[src/rtl/gpio_regs_pkg.sv]
package gpio_regs_pkg;

    // register selected by a decoded address
    typedef enum logic [3:0] {
        SEL_NONE,
        SEL_OUT,
        SEL_OUTSET,
        SEL_OUTCLR,
        SEL_IN,
        SEL_DIR,
        SEL_DIRSET,
        SEL_DIRCLR,
        SEL_CFG
    } reg_sel_e;

    // byte offsets of the register map
    localparam int unsigned OFS_OUT    = 32'h504;
    localparam int unsigned OFS_OUTSET = 32'h508;
    localparam int unsigned OFS_OUTCLR = 32'h50C;
    localparam int unsigned OFS_IN     = 32'h510;
    localparam int unsigned OFS_DIR    = 32'h514;
    localparam int unsigned OFS_DIRSET = 32'h518;
    localparam int unsigned OFS_DIRCLR = 32'h51C;
    localparam int unsigned OFS_CFG    = 32'h700;

endpackage

[src/rtl/gpio_addr_decode.sv]
module gpio_addr_decode
    import gpio_regs_pkg::*;
#(
    parameter int AW     = 12,
    parameter int NPINS  = 32,
    parameter int PIDX_W = 5
) (
    input  logic [AW-1:0]     addr,
    output reg_sel_e          sel,
    output logic [PIDX_W-1:0] pin
);

    localparam logic [AW-1:0] CFG_BASE = AW'(OFS_CFG);
    localparam logic [AW:0]   CFG_SPAN = (AW+1)'(NPINS * 4);

    logic [AW-1:0] ofs;

    always_comb begin
        ofs = addr - CFG_BASE;
        sel = SEL_NONE;
        pin = '0;
        if (addr[1:0] == 2'b00) begin
            if      (addr == AW'(OFS_OUT))    sel = SEL_OUT;
            else if (addr == AW'(OFS_OUTSET)) sel = SEL_OUTSET;
            else if (addr == AW'(OFS_OUTCLR)) sel = SEL_OUTCLR;
            else if (addr == AW'(OFS_IN))     sel = SEL_IN;
            else if (addr == AW'(OFS_DIR))    sel = SEL_DIR;
            else if (addr == AW'(OFS_DIRSET)) sel = SEL_DIRSET;
            else if (addr == AW'(OFS_DIRCLR)) sel = SEL_DIRCLR;
            else if (addr >= CFG_BASE && {1'b0, ofs} < CFG_SPAN) begin
                sel = SEL_CFG;
                pin = ofs[PIDX_W+1:2];
            end
        end
    end

endmodule

[src/rtl/gpio_port_state.sv]
module gpio_port_state
    import gpio_regs_pkg::*;
#(
    parameter int NPINS  = 32,
    parameter int DW     = 32,
    parameter int PIDX_W = 5
) (
    input  logic                            clk,
    input  logic                            rst_n,
    input  logic                            wr_en,
    input  reg_sel_e                        sel,
    input  logic [PIDX_W-1:0]               pin,
    input  logic [DW-1:0]                   wdata,
    input  logic [NPINS-1:0]                pin_level,
    output logic [NPINS-1:0]                out_q,
    output logic [NPINS-1:0]                dir_q,
    output logic [NPINS-1:0]                in_q,
    output logic [NPINS-1:0][DW-2:0]        cfg_hi_q,
    output logic                            upd_q
);

    // bit 0 of each configuration word lives only in dir
    localparam logic [DW-2:0] CFG_HI_RST = (DW-1)'(1);

    typedef struct packed {
        logic [NPINS-1:0]         out;
        logic [NPINS-1:0]         dir;
        logic [NPINS-1:0]         in;
        logic [NPINS-1:0][DW-2:0] cfg_hi;
        logic                     upd;
    } st_t;

    st_t st_d, st_q;
    logic [NPINS-1:0] wbits;

    always_comb begin
        wbits     = wdata[NPINS-1:0];
        st_d      = st_q;
        st_d.in   = pin_level;
        st_d.upd  = 1'b0;
        if (wr_en) begin
            unique case (sel)
                SEL_OUT:    begin st_d.out = wbits;                st_d.upd = 1'b1; end
                SEL_OUTSET: begin st_d.out = st_q.out | wbits;     st_d.upd = 1'b1; end
                SEL_OUTCLR: begin st_d.out = st_q.out & ~wbits;    st_d.upd = 1'b1; end
                SEL_DIR:    begin st_d.dir = wbits;                st_d.upd = 1'b1; end
                SEL_DIRSET: begin st_d.dir = st_q.dir | wbits;     st_d.upd = 1'b1; end
                SEL_DIRCLR: begin st_d.dir = st_q.dir & ~wbits;    st_d.upd = 1'b1; end
                SEL_CFG: begin
                    st_d.cfg_hi[pin] = wdata[DW-1:1];
                    st_d.dir[pin]    = wdata[0];
                    st_d.upd         = 1'b1;
                end
                default: ;
            endcase
        end
    end

    always_ff @(posedge clk) begin
        if (!rst_n) begin
            st_q <= '{out: '0, dir: '0, in: '0,
                      cfg_hi: {NPINS{CFG_HI_RST}}, upd: 1'b0};
        end else begin
            st_q <= st_d;
        end
    end

    assign out_q    = st_q.out;
    assign dir_q    = st_q.dir;
    assign in_q     = st_q.in;
    assign cfg_hi_q = st_q.cfg_hi;
    assign upd_q    = st_q.upd;

endmodule

[src/rtl/gpio_read_mux.sv]
module gpio_read_mux
    import gpio_regs_pkg::*;
#(
    parameter int NPINS  = 32,
    parameter int DW     = 32,
    parameter int PIDX_W = 5
) (
    input  reg_sel_e                 sel,
    input  logic [PIDX_W-1:0]        pin,
    input  logic [NPINS-1:0]         out_q,
    input  logic [NPINS-1:0]         dir_q,
    input  logic [NPINS-1:0]         in_q,
    input  logic [NPINS-1:0][DW-2:0] cfg_hi_q,
    output logic [DW-1:0]            rd_word
);

    always_comb begin
        unique case (sel)
            SEL_OUT, SEL_OUTSET, SEL_OUTCLR: rd_word = DW'(out_q);
            SEL_DIR, SEL_DIRSET, SEL_DIRCLR: rd_word = DW'(dir_q);
            SEL_IN:                          rd_word = DW'(in_q);
            SEL_CFG:                         rd_word = {cfg_hi_q[pin], dir_q[pin]};
            default:                         rd_word = '0;
        endcase
    end

endmodule

[src/rtl/gpio_port_regs.sv]
module gpio_port_regs
    import gpio_regs_pkg::*;
#(
    parameter int NPINS = 32,
    parameter int DW    = 32,
    parameter int AW    = 12
) (
    input  logic                  clk,
    input  logic                  rst_n,
    input  logic                  req_en,
    input  logic                  req_we,
    input  logic [AW-1:0]         req_addr,
    input  logic [DW-1:0]         req_wdata,
    input  logic [NPINS-1:0]      pin_level_i,
    output logic [DW-1:0]         rsp_rdata,
    output logic                  rsp_err,
    output logic [NPINS-1:0]      out_o,
    output logic [NPINS-1:0]      dir_o,
    output logic [NPINS*DW-1:0]   cfg_o,
    output logic                  update_o
);

    localparam int PIDX_W = (NPINS > 1) ? $clog2(NPINS) : 1;

    typedef struct packed {
        logic [DW-1:0] rdata;
        logic          err;
    } rsp_t;

    reg_sel_e                 sel;
    logic [PIDX_W-1:0]        pin;
    logic [NPINS-1:0]         out_q, dir_q, in_q;
    logic [NPINS-1:0][DW-2:0] cfg_hi_q;
    logic [DW-1:0]            rd_word;
    logic                     upd_q;
    rsp_t                     rsp_d, rsp_q;

    gpio_addr_decode #(.AW(AW), .NPINS(NPINS), .PIDX_W(PIDX_W)) dec_i (
        .addr (req_addr),
        .sel  (sel),
        .pin  (pin)
    );

    gpio_port_state #(.NPINS(NPINS), .DW(DW), .PIDX_W(PIDX_W)) state_i (
        .clk       (clk),
        .rst_n     (rst_n),
        .wr_en     (req_en && req_we),
        .sel       (sel),
        .pin       (pin),
        .wdata     (req_wdata),
        .pin_level (pin_level_i),
        .out_q     (out_q),
        .dir_q     (dir_q),
        .in_q      (in_q),
        .cfg_hi_q  (cfg_hi_q),
        .upd_q     (upd_q)
    );

    gpio_read_mux #(.NPINS(NPINS), .DW(DW), .PIDX_W(PIDX_W)) rmux_i (
        .sel      (sel),
        .pin      (pin),
        .out_q    (out_q),
        .dir_q    (dir_q),
        .in_q     (in_q),
        .cfg_hi_q (cfg_hi_q),
        .rd_word  (rd_word)
    );

    always_comb begin
        rsp_d     = rsp_q;
        rsp_d.err = req_en && (sel == SEL_NONE);
        if (req_en && !req_we) begin
            rsp_d.rdata = rd_word;
        end
    end

    always_ff @(posedge clk) begin
        if (!rst_n) begin
            rsp_q <= '0;
        end else begin
            rsp_q <= rsp_d;
        end
    end

    for (genvar g = 0; g < NPINS; g++) begin : g_cfg_out
        assign cfg_o[g*DW +: DW] = {cfg_hi_q[g], dir_q[g]};
    end

    assign rsp_rdata = rsp_q.rdata;
    assign rsp_err   = rsp_q.err;
    assign out_o     = out_q;
    assign dir_o     = dir_q;
    assign update_o  = upd_q;

endmodule

[config.mk]
export PLATFORM = sky130hd
export DESIGN_NAME = gpio_port_regs
export DESIGN_NICKNAME = d
export VERILOG_FILES = /design/src/rtl/gpio_regs_pkg.sv /design/src/rtl/gpio_addr_decode.sv /design/src/rtl/gpio_port_state.sv /design/src/rtl/gpio_read_mux.sv /design/src/rtl/gpio_port_regs.sv
export SDC_FILE = /design/constraint.sdc
export NUM_CORES = 2
export LEC_CHECK = 0
export BUFFER_PORTS_ARGS = -buffer_cell sky130_fd_sc_hd__buf_2
export CAP_MARGIN = 10
export CORE_AREA = 2 2 462 464
export CTS_CLUSTER_SIZE = 14
export DETAILED_ROUTE_END_ITERATION = 8
export DIE_AREA = 0 0 464 466
export HOLD_SLACK_MARGIN = 0.15
export PLACE_DENSITY_LB_ADDON = 0.05
export SLEW_MARGIN = 40
export SYNTH_ARGS = -nofsm -noshare
export SYNTH_HDL_FRONTEND = slang
export SYNTH_HIERARCHICAL = 1
export SYNTH_SLANG_ARGS = --single-unit
export TNS_END_PERCENT = 50
[constraint.sdc]
create_clock -name clk -period 4.82 [get_ports clk]
set_input_delay 0.964 -clock clk [delete_from_list [all_inputs] [get_ports clk]]
set_output_delay 0.964 -clock clk [all_outputs]
set_load 0.02 [all_outputs]
After elaboration in Yosys (flattened, before gate mapping)

Index checks and enable logic that the tools add are counted.

Flip-flop bits (word level): 1,122
Input bits: 80
Output and inout port bits: 1,122

Add/sub/neg operators: 1
$lt $le $gt $ge: 4
Eq/ne operators: 15
Mux-type cells: 32
Bitwise gates (word level): 5
Reduce and logical (&&, ||, !) cells: 17

Operators by type and width:

| kind                                                                          | count |
|---|---|
| 992-bit bitwise mux                                                           | 1 |
| 32-bit case mux with 4 select lines                                           | 2 |
| 31-bit binary-select mux with 5-bit select                                    | 1 |
| 31-bit demux with 5-bit select                                                | 1 |
| 32-bit case mux with 3 select lines                                           | 1 |
| 12-bit by 11-bit equality test with 1-bit output, second input constant       | 7 |
| 32-bit bitwise AND                                                            | 2 |
| 32-bit bitwise OR                                                             | 2 |
| 31-bit two-way mux                                                            | 2 |
| 5-bit two-way mux                                                             | 9 |
| 4-bit two-way mux                                                             | 9 |
| 32-bit bitwise mux                                                            | 1 |
| 32-bit NOT                                                                    | 1 |
| 4-bit by 3-bit equality test with 1-bit output, second input constant         | 4 |
| 12-bit by 11-bit >= comparator with 1-bit output, second input constant       | 1 |
| 12-bit by 8-bit less-than comparator with 1-bit output, second input constant | 1 |
| 12-bit by 11-bit subtractor with 12-bit output, second input constant         | 1 |
| 4-bit by 2-bit equality test with 1-bit output, second input constant         | 2 |
| 2-bit AND reduction                                                           | 4 |
| 7-bit OR reduction                                                            | 1 |
| 5-bit by 6-bit less-than comparator with 1-bit output, second input constant  | 1 |
| 3-bit OR reduction                                                            | 2 |
| 1-bit binary-select mux with 5-bit select                                     | 1 |
| 1-bit demux with 5-bit select                                                 | 1 |
| 10 further kinds                                                              | 16 |

Logic depth before layout (Yosys ltp)

Depth after elaboration: 18
Mapped depth: 14
Mapped depth without buffers: 9

Hierarchy

Netlist, hierarchy kept.

Modules (own cells, without submodules):

| module           | times used | cells each | area each (um^2) | sequential area each (um^2) |
|---|---|---|---|---|
| gpio_port_state  | 1          | 3,925      | 42,512.0         | 21,800.9 |
| gpio_read_mux    | 1          | 904        | 9,250.1          | 0.0 |
| gpio_port_regs   | 1          | 176        | 1,607.8          | 660.6 |
| gpio_addr_decode | 1          | 22         | 143.9            | 0.0 |

Worst setup path after synthesis

No wires, ideal clock.

Path kind: input to register
Start point: in req_addr[0]
End point: reg rsp_q, in the netlist rsp_rdata[8]
Data arrival time: 3.881 ns
Setup slack: 0.821 ns
Stages: 10
Cells stage by stage: or4b_1 -> buf_2 -> nor3_1 -> clkbuf_1 -> clkbuf_1 -> mux2_2 -> a221oi_1 -> o21ai_1 -> nand2_1 -> mux2i_1

Word-level cells in the longest chain between the ends: 15

Ends and longest elaborated chain:

| item                                                   | line                   | source |
|---|---|---|
| start, declared                                        | gpio_port_regs.sv:12   | `input logic [AW-1:0] req_addr,` |
| 12-bit by 11-bit subtractor with 12-bit output         | gpio_addr_decode.sv:19 | `ofs = addr - CFG_BASE;` |
| 12-bit by 8-bit less-than comparator with 1-bit output | gpio_addr_decode.sv:30 | `else if (addr >= CFG_BASE && {1'b0, ofs} < CFG_SPAN) begin` |
| 1-bit logical AND                                      | gpio_addr_decode.sv:30 |  |
| 5-bit two-way mux                                      | gpio_addr_decode.sv:30 |  |
| 5-bit two-way mux                                      | gpio_addr_decode.sv:29 | `else if (addr == AW'(OFS_DIRCLR)) sel = SEL_DIRCLR;` |
| 5-bit two-way mux                                      | gpio_addr_decode.sv:28 | `else if (addr == AW'(OFS_DIRSET)) sel = SEL_DIRSET;` |
| 5-bit two-way mux                                      | gpio_addr_decode.sv:27 | `else if (addr == AW'(OFS_DIR)) sel = SEL_DIR;` |
| 5-bit two-way mux                                      | gpio_addr_decode.sv:26 | `else if (addr == AW'(OFS_IN)) sel = SEL_IN;` |
| 5-bit two-way mux                                      | gpio_addr_decode.sv:25 | `else if (addr == AW'(OFS_OUTCLR)) sel = SEL_OUTCLR;` |
| 5-bit two-way mux                                      | gpio_addr_decode.sv:24 | `else if (addr == AW'(OFS_OUTSET)) sel = SEL_OUTSET;` |
| 5-bit two-way mux                                      | gpio_addr_decode.sv:23 | `if (addr == AW'(OFS_OUT)) sel = SEL_OUT;` |
| 5-bit two-way mux *                                    | gpio_addr_decode.sv:22 | `if (addr[1:0] == 2'b00) begin` |
| named net pin[2]                                       | gpio_port_regs.sv:31   | `logic [PIDX_W-1:0] pin;` |
| 31-bit binary-select mux with 5-bit select *           | gpio_read_mux.sv:22    | `SEL_CFG: rd_word = {cfg_hi_q[pin], dir_q[pin]};` |
| 31-bit two-way mux (not written as such) *             | gpio_read_mux.sv:22    |  |
| 32-bit case mux with 4 select lines *                  | gpio_read_mux.sv:18    | `unique case (sel)` |
| named net rd_word[8]                                   | gpio_port_regs.sv:34   | `logic [DW-1:0] rd_word;` |
| end signal, assigned                                   | gpio_port_regs.sv:81   | `rsp_q <= rsp_d;` |
| end, declared                                          | gpio_port_regs.sv:36   | `rsp_t rsp_d, rsp_q;` |

Mark *: on every way through the listed nets, which the timed path passes. The rest lies on a longest branch. The select of a mux whose other input is x is not followed.
A chain may end at the register's enable or synchronous reset.

Worst setup path in the final report

Start point: in req_addr[0]
End point: reg rsp_q, in the netlist rsp_rdata[15]

Same word-level chain as after synthesis.

==> run summary <==
Status - finished clean
Slew HR - 36.75%
Die Wd - 464 um
WHS Endpoint - state_i/in_q[19]
Core Box Area - 0.2112 mm2
DR top layer - met5
Type of origin of the critical path - input pin
Area of the multi-input gates - 0.02860 mm2
Num ports - 1,202
RePlAce Congestion - 0.8479
Synth top area cells - dfxtp_1 (42%), mux2i_1 (24%), nor2b_1 (12%)
Minimum clock period - 4504 ps
Worst reg2reg endpoint - rsp_rdata[15]
Via count of the first global-routing pass - 43,348
Wire per inst - 37.09 um
Fin crit share - 93.44%
Worst hold path class - input pin to register
Max-cap violation count - 0
Total number of vias - 44,947
Crit path kind - input pin to register
Post-synth EDFFs - 0
Layout cells sized above 1 - 30.54%
Total die area - 0.2162 mm2
Commonest non-fill, non-tap cell in the layout - mux2i_1
Cell accounting for the most synthesized area - dfxtp_1
Pwr Total - 21.50 mW
Register area share after synthesis - 41.97%
Arr. time, crit path - 5170 ps
Worst R2R Path Depth - 8
R2R Setup Slk - 1950 ps
CP Max Fanout - 32
HP Start - pin_level_i[19]
Layout area overhead - 28.12%
Initial core utilization - 25.33%
CTS Root Cell - clkbuf_16
Fmax - 0.2220 GHz
Worst-Margin Slew - 948.7 ps
R2r startpoint - state_i/cfg_hi_q[169]
TritonCTS clock tree - done
DR vias/cell - 4.968
Largest net degree at the start of global routing - 168
Clock Latency Late Sink - 830 ps
M1 wire length - 139.4 mm
RSZ-0062 raised after global routing - no
Met2 routed WL - 161.2 mm
CTS sink count - 1,122
I/O Buffers - 1,201
Total Nets Final - 6,181
Final Cell Area - 0.06856 mm2
Worst vdd ir - 0.3708 mV
Netlist cell types - 60
Asr flop ratio synth - 0%
Post-DP Area - 0.06366 mm2
Cts repair resizes - 0
Worst path depth - 13
Mean Syn Cell Area - 10.65 um2
Register area - 0.02246 mm2
PD cells - 313.6 mW/mm2
First-pass GRT wire length - 437.1 mm
Cell Area, Synth - 0.05351 mm2
Top cell family by delay on the critical path - multiplexers
Crit path cell chain - buf_2 -> or4b_1 -> nor3_2 -> buf_12 -> buf_4 -> mux4_1 -> mux2i_1 -> buf_4 -> nor2_1 -> a311oi_1 -> o21ai_1 -> nand2_1 -> mux2i_1
Syn_nets - 5,107
Ys Warns - 6
Slowest CP cell - mux2i_1
Syn Inst Count - 5,027
Worst Hold Depth - 2
Row cnt - 169
Final wirelength - 335.6 mm
Layout fillers - 21,877
Global Route Usage Sum - 29.76%
DP HPWL - 250.9 mm
Post-CTS Hold Fix Bufs - 0
Slowest stage delay, CP - 710 ps
Die span in y - 466 um
Antenna violations before repair - 48
CTS Buffer Depth - 3
DRT iter0 DRCs - 3,669
Final Max Slew Viols - 0
Clock buffer count from CTS - 149
Global route overflow - 0
Proportion of netlist area held by the largest area contributor - 41.97%
Leak - 33.89 nW
Htree depth - 4
Post-DRT Antenna Nets - 0
Most used DFF post-synth - dfxtp_1
Hold Vio Cnt, Final - 0
Synthesized flop and latch total - 1,122
Postcts setup bufs - 0
DRC - 0
Final clock skew - 32.08 ps
Commonest cells after routing, fill and taps aside - mux2i_1 (1,305), buf_2 (1,198), dfxtp_1 (1,122)
Met3 WL post-DR - 24.78 mm
Final setup viols - 0
Clk slew on worst S/H paths - 60 ps
Critical path data required time - 5490 ps
CP endpoint kind - register
Initial DRT Pass Iterations - 9
Worst path buffer plus inverter count - 4
[stage by stage]
step	setup slack [ps]	util, %	setup TNS, ps	instances	hold slack, ps
final	316.0	32.46	0	9048	352.7
after global routing	345.4	32.45	0	9039	310.5
after CTS	430.1	32.44	0	9035	274.2
after detailed placement	-449.3	30.14	-915.9	8771	447.7
after global placement	-503.3	30.07	-1036	8760	441.4
after floorplan	820.7	-	0	5027	531.8
[worst max-delay path by stage]
| stage | start | end | slack (ps) |
|---|---|---|---|
| 2_1_floorplan | req_addr[0] | rsp_rdata[8] | 820 |
| 3_3_place_gp | req_addr[0] | rsp_rdata[15] | -500 |
| 3_5_place_dp | req_addr[0] | rsp_rdata[15] | -450 |
| 4_1_cts | req_addr[0] | rsp_rdata[15] | 430 |
| 5_1_grt | req_addr[0] | rsp_rdata[15] | 350 |
| 6_report | req_addr[0] | rsp_rdata[15] | 320 |
[metal layers]
metal | up-vias | track usage, %
met1 | 22938 | 36.75
met4 | 4 | 8.637
met3 | 294 | 8.113
li1 | 19954 | -
met5 | - | 0
met2 | 1757 | 50.42
[cell usage after synthesis, types with 38 or more instances]
library cell	n
dfxtp_1	1122
a21oi_1	59
mux2i_1	1306
nor3_1	40
mux2_2	38
clkbuf_1	337
a221oi_1	65
nor2b_1	1028
nand2_1	173
buf_4	54
mux4_2	105
buf_2	150
a22o_1	51
[final cells by class]
class | instances | share of cell area, %
Antenna cell | 13 | 0.04745
Clock buffer | 230 | 6.455
Clock inverter | 34 | 0.6351
Inverter | 3 | 0.01642
Multi-Input combinational cell | 3333 | 41.71
Sequential cell | 1122 | 32.76
Tap cell | 2821 | 5.148
Timing Repair Buffer | 1492 | 13.23
[state kept, by name, indices dropped and copies added (netlist names)]
signal,flops
state_i/in_q,32
rsp_err,1
rsp_rdata,32
state_i/out_q,32
state_i/upd_q,1
state_i/dir_q,32
state_i/cfg_hi_q,992
[report_power, final]
part / switching [mW] / leakage, nW / total [mW] / internal, mW
Clock: 4.80 / 2.38 / 11.4 / 6.56
Combinational: 0.600 / 22.5 / 0.838 / 0.238
Sequential: 0.0120 / 9.04 / 9.30 / 9.29
[cell families after synthesis]
kind of cell | count (synthesis) | synth area share [%]
DFF | 1122 | 41.97
muxes | 1472 | 30.78
AOI/OAI and AO/OA | 444 | 6.404
buffers and inverters | 572 | 5.029
and+or+nand+nor | 1417 | 15.82
(Power assumes the default switching activity.)
